`src/rtl/bg_pkg.sv`:
```
package bg_pkg;
  typedef enum logic [2:0] {
    CAUSE_NONE = 3'd0,
    CAUSE_UV   = 3'd1,
    CAUSE_OV   = 3'd2,
    CAUSE_OT   = 3'd3,
    CAUSE_OC   = 3'd4
  } cause_e;

  localparam int ST_W   = 4;
  localparam int ST_UV  = 0;
  localparam int ST_OV  = 1;
  localparam int ST_OT  = 2;
  localparam int ST_OC  = 3;
endpackage

```
`src/rtl/bg_hyst_latch.sv`:
```
module bg_hyst_latch #(
  parameter logic RST_VAL = 1'b0
) (
  input  logic clk,
  input  logic rst_n,
  input  logic set_i,
  input  logic rel_i,
  output logic q_o
);
  logic q_d, q_q;

  always_comb begin
    q_d = q_q;
    if (set_i)      q_d = 1'b1;
    else if (rel_i) q_d = 1'b0;
  end

  always_ff @(posedge clk or negedge rst_n) begin
    if (!rst_n) q_q <= RST_VAL;
    else        q_q <= q_d;
  end

  assign q_o = q_q;

  // entering the lockout has priority over release
  assert_set_wins_R2: assert property (@(posedge clk) disable iff (!rst_n)
    set_i |=> q_o);
endmodule

```
`src/rtl/bg_oc_guard.sv`:
```
module bg_oc_guard #(
  parameter int NUM_FET      = 4,
  parameter int DEGLITCH_CYC = 50,
  parameter int RETRY_CYC    = 200000
) (
  input  logic               clk,
  input  logic               rst_n,
  input  logic               flush_i,
  input  logic               wipe_i,
  input  logic [NUM_FET-1:0] oc_i,
  input  logic               oc_clr_i,
  output logic               retry_o,
  output logic               seen_o
);
  localparam int DG_W = $clog2(DEGLITCH_CYC + 1);
  localparam int RT_W = $clog2(RETRY_CYC + 1);
  localparam logic [DG_W-1:0] DG_LAST = DG_W'(DEGLITCH_CYC - 1);
  localparam logic [RT_W-1:0] RT_LAST = RT_W'(RETRY_CYC - 1);

  logic [DG_W-1:0] dg_d, dg_q;
  logic [RT_W-1:0] rt_d, rt_q;
  logic            retry_d, retry_q;
  logic            seen_d, seen_q;
  logic            trip;
  logic            any_oc;

  assign any_oc = |oc_i;

  always_comb begin
    dg_d    = dg_q;
    rt_d    = rt_q;
    retry_d = retry_q;
    trip    = 1'b0;
    if (flush_i) begin
      dg_d    = '0;
      rt_d    = '0;
      retry_d = 1'b0;
    end else if (retry_q) begin
      if (rt_q == RT_LAST) begin
        retry_d = 1'b0;
        rt_d    = '0;
      end else begin
        rt_d = rt_q + 1'b1;
      end
    end else if (any_oc) begin
      if (dg_q == DG_LAST) begin
        trip    = 1'b1;
        retry_d = 1'b1;
        dg_d    = '0;
        rt_d    = '0;
      end else begin
        dg_d = dg_q + 1'b1;
      end
    end else begin
      dg_d = '0;
    end
  end

  always_comb begin
    seen_d = seen_q;
    if (wipe_i)        seen_d = 1'b0;
    else if (trip)     seen_d = 1'b1;
    else if (oc_clr_i) seen_d = 1'b0;
  end

  always_ff @(posedge clk or negedge rst_n) begin
    if (!rst_n) begin
      dg_q    <= '0;
      rt_q    <= '0;
      retry_q <= 1'b0;
      seen_q  <= 1'b0;
    end else begin
      dg_q    <= dg_d;
      rt_q    <= rt_d;
      retry_q <= retry_d;
      seen_q  <= seen_d;
    end
  end

  assign retry_o = retry_q;
  assign seen_o  = seen_q;

  assert_trip_needs_flag_R6: assert property (@(posedge clk) disable iff (!rst_n)
    $rose(retry_q) |-> $past(any_oc));
  assert_flush_clears_R8: assert property (@(posedge clk) disable iff (!rst_n)
    flush_i |=> !retry_q);
  assert_trip_sets_sticky_R9: assert property (@(posedge clk) disable iff (!rst_n)
    trip |=> seen_q);
endmodule

```
`src/rtl/bg_mode_gate.sv`:
```
module bg_mode_gate #(
  parameter int HOLD_CYC = 50000
) (
  input  logic clk,
  input  logic rst_n,
  input  logic wipe_i,
  input  logic run_req_i,
  input  logic ldo_req_i,
  output logic run_o,
  output logic ldo_o
);
  localparam int HW = $clog2(HOLD_CYC + 1);
  localparam logic [HW-1:0] HOLD_MAX = HW'(HOLD_CYC);

  logic [1:0]    mode_d, mode_q, req;
  logic [HW-1:0] hold_d, hold_q;
  logic          held;

  assign req  = {run_req_i, ldo_req_i};
  assign held = (hold_q == HOLD_MAX);

  always_comb begin
    mode_d = mode_q;
    hold_d = hold_q;
    if (wipe_i) begin
      mode_d = 2'b00;
      hold_d = '0;
    end else if ((req != mode_q) && held) begin
      mode_d = req;
      hold_d = '0;
    end else if (!held) begin
      hold_d = hold_q + 1'b1;
    end
  end

  always_ff @(posedge clk or negedge rst_n) begin
    if (!rst_n) begin
      mode_q <= 2'b00;
      hold_q <= '0;
    end else begin
      mode_q <= mode_d;
      hold_q <= hold_d;
    end
  end

  assign run_o = mode_q[1];
  assign ldo_o = mode_q[0];

  assert_mode_hold_R10: assert property (@(posedge clk) disable iff (!rst_n)
    ((mode_q != $past(mode_q)) && !$past(wipe_i)) |-> ($past(hold_q) == HOLD_MAX));
endmodule

```
`src/rtl/bridge_guard.sv`:
```
module bridge_guard
  import bg_pkg::*;
#(
  parameter int NUM_FET      = 4,
  parameter int DEGLITCH_CYC = 50,
  parameter int RETRY_CYC    = 200000,
  parameter int HOLD_CYC     = 50000
) (
  input  logic               clk,
  input  logic               rst_n,
  input  logic [NUM_FET-1:0] oc_flag,
  input  logic               ot_flag,
  input  logic               uv_fall_det,
  input  logic               uv_rise_ok,
  input  logic               ov_rise_det,
  input  logic               ov_fall_ok,
  input  logic               run_req,
  input  logic               ldo_req,
  input  logic               oc_clr,
  output logic               bridge_en,
  output logic               ldo_en,
  output logic               logic_rst,
  output logic [ST_W-1:0]    fault_status,
  output logic [2:0]         fault_cause,
  output logic               oc_seen
);
  logic [1:0] rst_sync_q;
  logic       rst_i_n;
  logic       uv_lock, ov_lock, ot_q;
  logic       oc_retry;
  logic       run_q, ldo_q;
  logic       oc_flush;
  cause_e     cause;

  always_ff @(posedge clk or negedge rst_n) begin
    if (!rst_n) rst_sync_q <= 2'b00;
    else        rst_sync_q <= {rst_sync_q[0], 1'b1};
  end
  assign rst_i_n = rst_sync_q[1];

  bg_hyst_latch #(.RST_VAL(1'b1)) uv_latch_i (
    .clk(clk), .rst_n(rst_i_n), .set_i(uv_fall_det), .rel_i(uv_rise_ok), .q_o(uv_lock));

  bg_hyst_latch #(.RST_VAL(1'b0)) ov_latch_i (
    .clk(clk), .rst_n(rst_i_n), .set_i(ov_rise_det), .rel_i(ov_fall_ok), .q_o(ov_lock));

  always_ff @(posedge clk or negedge rst_i_n) begin
    if (!rst_i_n) ot_q <= 1'b0;
    else          ot_q <= ot_flag;
  end

  bg_mode_gate #(.HOLD_CYC(HOLD_CYC)) mode_i (
    .clk(clk), .rst_n(rst_i_n), .wipe_i(uv_lock),
    .run_req_i(run_req), .ldo_req_i(ldo_req),
    .run_o(run_q), .ldo_o(ldo_q));

  assign oc_flush = uv_lock | ~run_q;

  bg_oc_guard #(
    .NUM_FET(NUM_FET), .DEGLITCH_CYC(DEGLITCH_CYC), .RETRY_CYC(RETRY_CYC)
  ) oc_i (
    .clk(clk), .rst_n(rst_i_n), .flush_i(oc_flush), .wipe_i(uv_lock),
    .oc_i(oc_flag), .oc_clr_i(oc_clr), .retry_o(oc_retry), .seen_o(oc_seen));

  always_comb begin
    fault_status        = '0;
    fault_status[ST_UV] = uv_lock;
    fault_status[ST_OV] = ov_lock;
    fault_status[ST_OT] = ot_q;
    fault_status[ST_OC] = oc_retry;
  end

  always_comb begin
    if (uv_lock)       cause = CAUSE_UV;
    else if (ov_lock)  cause = CAUSE_OV;
    else if (ot_q)     cause = CAUSE_OT;
    else if (oc_retry) cause = CAUSE_OC;
    else               cause = CAUSE_NONE;
  end
  assign fault_cause = cause;

  assign bridge_en = run_q & ~uv_lock & ~ov_lock & ~ot_q & ~oc_retry;
  assign ldo_en    = ldo_q & ~uv_lock;
  assign logic_rst = uv_lock;

  assert_no_drive_on_fault_R13: assert property (@(posedge clk) disable iff (!rst_i_n)
    (|fault_status) |-> !bridge_en);
  assert_uv_wipes_mode_R3: assert property (@(posedge clk) disable iff (!rst_i_n)
    logic_rst |=> (!run_q && !ldo_q && !oc_seen));
  assert_cause_matches_status_R12: assert property (@(posedge clk) disable iff (!rst_i_n)
    ((fault_status == '0) == (fault_cause == 3'd0)));
endmodule

```
`config.mk`:
```
export PLATFORM = sky130hd
export DESIGN_NAME = bridge_guard
export DESIGN_NICKNAME = d
export VERILOG_FILES = /design/src/rtl/bg_pkg.sv /design/src/rtl/bg_hyst_latch.sv /design/src/rtl/bg_oc_guard.sv /design/src/rtl/bg_mode_gate.sv /design/src/rtl/bridge_guard.sv
export SDC_FILE = /design/constraint.sdc
export NUM_CORES = 1
export LEC_CHECK = 0
export BUFFER_PORTS_ARGS = -buffer_cell sky130_fd_sc_hd__buf_2
export CORE_UTILIZATION = 30
export DETAILED_ROUTE_END_ITERATION = 10
export GPL_TIMING_DRIVEN = 0
export PLACE_DENSITY_LB_ADDON = 0.12
export SLEW_MARGIN = 10
export SYNTH_ARGS = -nofsm -noshare
export SYNTH_HDL_FRONTEND = slang
export SYNTH_SLANG_ARGS = --single-unit
export TNS_END_PERCENT = 30
```
`constraint.sdc`:
```
create_clock -name clk -period 4 [get_ports clk]
set_input_delay 1 -clock clk [delete_from_list [all_inputs] [get_ports clk]]
set_output_delay 1 -clock clk [all_outputs]
set_load 0.05 [all_outputs]
```
==> flow_summary.toml <==
[clocking]
cts_sinks = 49
post_cts_buffers = 0
cts.reportedPaths.clkPinSlew_ps = 100
cts_tree = "built"
holdBufCountCts = 0
clk_latency_ps = 310
h-tree-depth = 2
cts_buffers = 5
post_cts_resize_count = 0
root_buffer = "clkbuf_8"
cts_buffer_depth = 2

[timing]
grt_setup_unrepaired = "no"
setup_ws_ps = 1356
hold_viol_final = 0
slew_headroom_pct = 57.43
fin_tns_setup_ps = 0
fin_crit_ps = 2644
finalMaxSlewViolations = 0
period_share_pct = 66.10
worstMarginPinSlew_ps = 635.8
fmax_ghz = 0.3782
finalSetupViolations = 0
finClkSkew_ps = 11.61

[final_layout]
diodes = 0
layout_common_cells = "dfrtp_1, nor2_1, buf_2"
layout_commonest_cell = "dfrtp_1"
drive_above_1_share_pct = 17.25
n_fill_cell = 862
final_cells = 418
final_cell_area_sq_mm = 0.003047
synthToLayoutAreaGrowth_pct = 14.80
nNetsFinal = 331

[worst_setup_path]
crit_path_max_incr_delay_ps = 460
path_delay_family = "simple AND/OR/NAND/NOR gates"
cp_max_fo = 5
crit_buf_inv = 1
worstPathRequired_ps = 3000
endpoint_kind = "output port"
start_kind = "flop"
worst-setup-path-type = "reg2out"
path_cells = "nor3b_1, and2_1, buf_2"
cp_data_arrival_time_ps = 1640
cpMaxStageDelayCell = "nor3b_1"

[pwr]
power.clock.fraction_pct = 40.3
switching_power_mw = 0.2224
power_frac_seq_pct = 53.7
comb_power_share_pct = 6.0
power_density_mw_per_mm2 = 311.1
swShare_pct = 23.47
power_leakage_nw = 1.295
p_int_mw = 0.7253
ir_worst_vdd_v = 0.0001186
totalPowerFinal_mw = 0.9477

[routing]
wl_um = 5649
via_per_inst = 4.928
post_drt_wl_per_cell_um = 13.51
dr.first_iter.drc_count = 77
drc = 0
via_count = 2060
final_antenna_net_count = 0
drtPass1Iterations = 4

[global_routing]
grt_usage_pct = 13.89
grt_max_degree = 25
grt_pass1_wl_um = 9880
grt_pass1_vias = 2064
grt_antenna_before_repair = 0
overflow = 0

[floorplanning]
die-area_sq_mm = 0.009227
core-area_sq_mm = 0.008382
ios = 25
rows = 33
start_util_pct = 31.66
die_w_um = 96.06
die_h_um = 96.06

[synthesis]
synthesis.area_per_instance_sq_um = 9.478
seq_area_frac_synth_pct = 46.25
ys_types = 53
synth.cell_area_sq_mm = 0.002654
synth-edff-count = 0
synth_top_flop_cell = "dfrtp_1"
syn_inst = 280
syn-num-nets = 299
synth-seq-cells = 49
async_reset_ff_share_pct = 100.0
ys.warnings.count = 0

[place]
place_congestion = 0.7685
pre_cts_ws_ps = 1457
portBuffers = 24
dp_cells = 410
dp_hpwl_um = 4092
dpl_cell_area_sq_mm = 0.002927

[worst_hold_path]
hold_class = "reg2async"

[outcome]
status = "complete, no violations"

[job]
maxCapViolations = 0
-- kinds of logic after synthesis --
family	after synthesis	synth area share [%]
adder cells (fa/ha/maj)	5	2.357
XOR/XNOR	14	4.621
buffers and inverters	23	4.856
AO/OA/AOI/OAI	51	12.73
other	1	0.1413
flip-flops	49	46.25
AND/OR/NAND/NOR	133	27.53
multiplexers	4	1.509
-- synthesized netlist by cell type (2+ instances only) --
cell type | n | share of area, %
nor2_1 | 30 | 4.2
inv_1 | 14 | 2.0
nor4_4 | 2 | 1.6
xor2_1 | 5 | 1.7
dfrtp_1 | 48 | 45
nand2b_1 | 2 | 0.47
nand2_1 | 23 | 3.3
nor2b_1 | 3 | 0.71
a21oi_1 | 7 | 1.3
o21ai_2 | 3 | 0.99
buf_4 | 4 | 1.1
nand4_1 | 7 | 1.7
nand4b_1 | 2 | 0.66
mux2i_1 | 4 | 1.5
or3_1 | 10 | 2.4
ha_1 | 5 | 2.4
a21o_1 | 5 | 1.4
and3_1 | 7 | 1.7
o31ai_1 | 3 | 0.85
nand3_1 | 22 | 4.1
o21bai_1 | 2 | 0.57
o21ai_0 | 21 | 4.0
buf_6 | 2 | 0.85
xnor2_1 | 9 | 3.0
and2_1 | 3 | 0.71
nor3_1 | 5 | 0.94
nor4_1 | 4 | 0.94
nor3b_1 | 3 | 0.85
-- power by group through the flow --
| stage | Combinational [mW] | Clock, mW | Sequential [mW] |
|---|---|---|---|
| 4_1_cts | 0.0585 | 0.397 | 0.510 |
| 6_report | 0.0570 | 0.381 | 0.509 |
| 5_1_grt | 0.0623 | 0.418 | 0.512 |
| 3_5_place_dp | 0.0583 | 0 | 0.520 |
| 2_1_floorplan | 0.0339 | 0 | 0.522 |
| 3_3_place_gp | 0.0509 | 0 | 0.524 |
-- metrics by stage --
stage / utilization, % / hold slack [ps]
3_3_place_gp: 34.66 / 341.2
6_report: 36.35 / 272.0
5_1_grt: 36.35 / 344.4
3_5_place_dp: 34.92 / 294.8
2_1_floorplan: - / 331.2
4_1_cts: 36.35 / 306.0
-- registers in the layout, summed over array words and instances, names as in the netlist --
name and cells:
oc_i.seen_o 1, rst_sync_q 2, mode_i.mode_q 2, mode_i.hold_q 16, oc_i.rt_q 18, ot_q 1, oc_i.dg_q 6, oc_i.retry_o 1
uv_latch_i.q_o 1, ov_latch_i.q_o 1
-- area by class of cell --
type / count / area (sq um) / area share [%]
Tap cell: 105 / 131.4 / 4.312
Multi-Input combinational cell: 208 / 1297 / 42.59
Timing Repair Buffer: 25 / 140.1 / 4.600
Sequential cell: 49 / 1229 / 40.33
Buffer: 9 / 76.32 / 2.505
Inverter: 14 / 52.55 / 1.725
Clock inverter: 2 / 37.54 / 1.232
Clock buffer: 6 / 82.58 / 2.710
-- layer usage --
| metal | track usage (%) | routed length, um |
|---|---|---|
| met1 | 18.05 | 2782 |
| met2 | 22.81 | 2663 |
| met3 | 2.765 | 122 |
| met4 | 4.975 | 80 |
| met5 | 0 | 0 |
-- path summary, 6_finish.rpt --
kind,startpoint,end,slack (ps),cells after the start
setup / recovery,mode_i.mode_q[1],bridge_en,1360,3
hold / removal,rst_sync_q[1],mode_i.hold_q[0],270,0
setup reg to reg,oc_i.rt_q[0],oc_i.rt_q[15],1910,6
hold reg to reg,rst_sync_q[1],mode_i.hold_q[0],270,0
max in group asynchronous,rst_sync_q[1],oc_i.rt_q[13],3180,1
min in group clk,rst_sync_q[0],rst_sync_q[1],370,0
No activity file was read; power rests on OpenSTA's default activity.
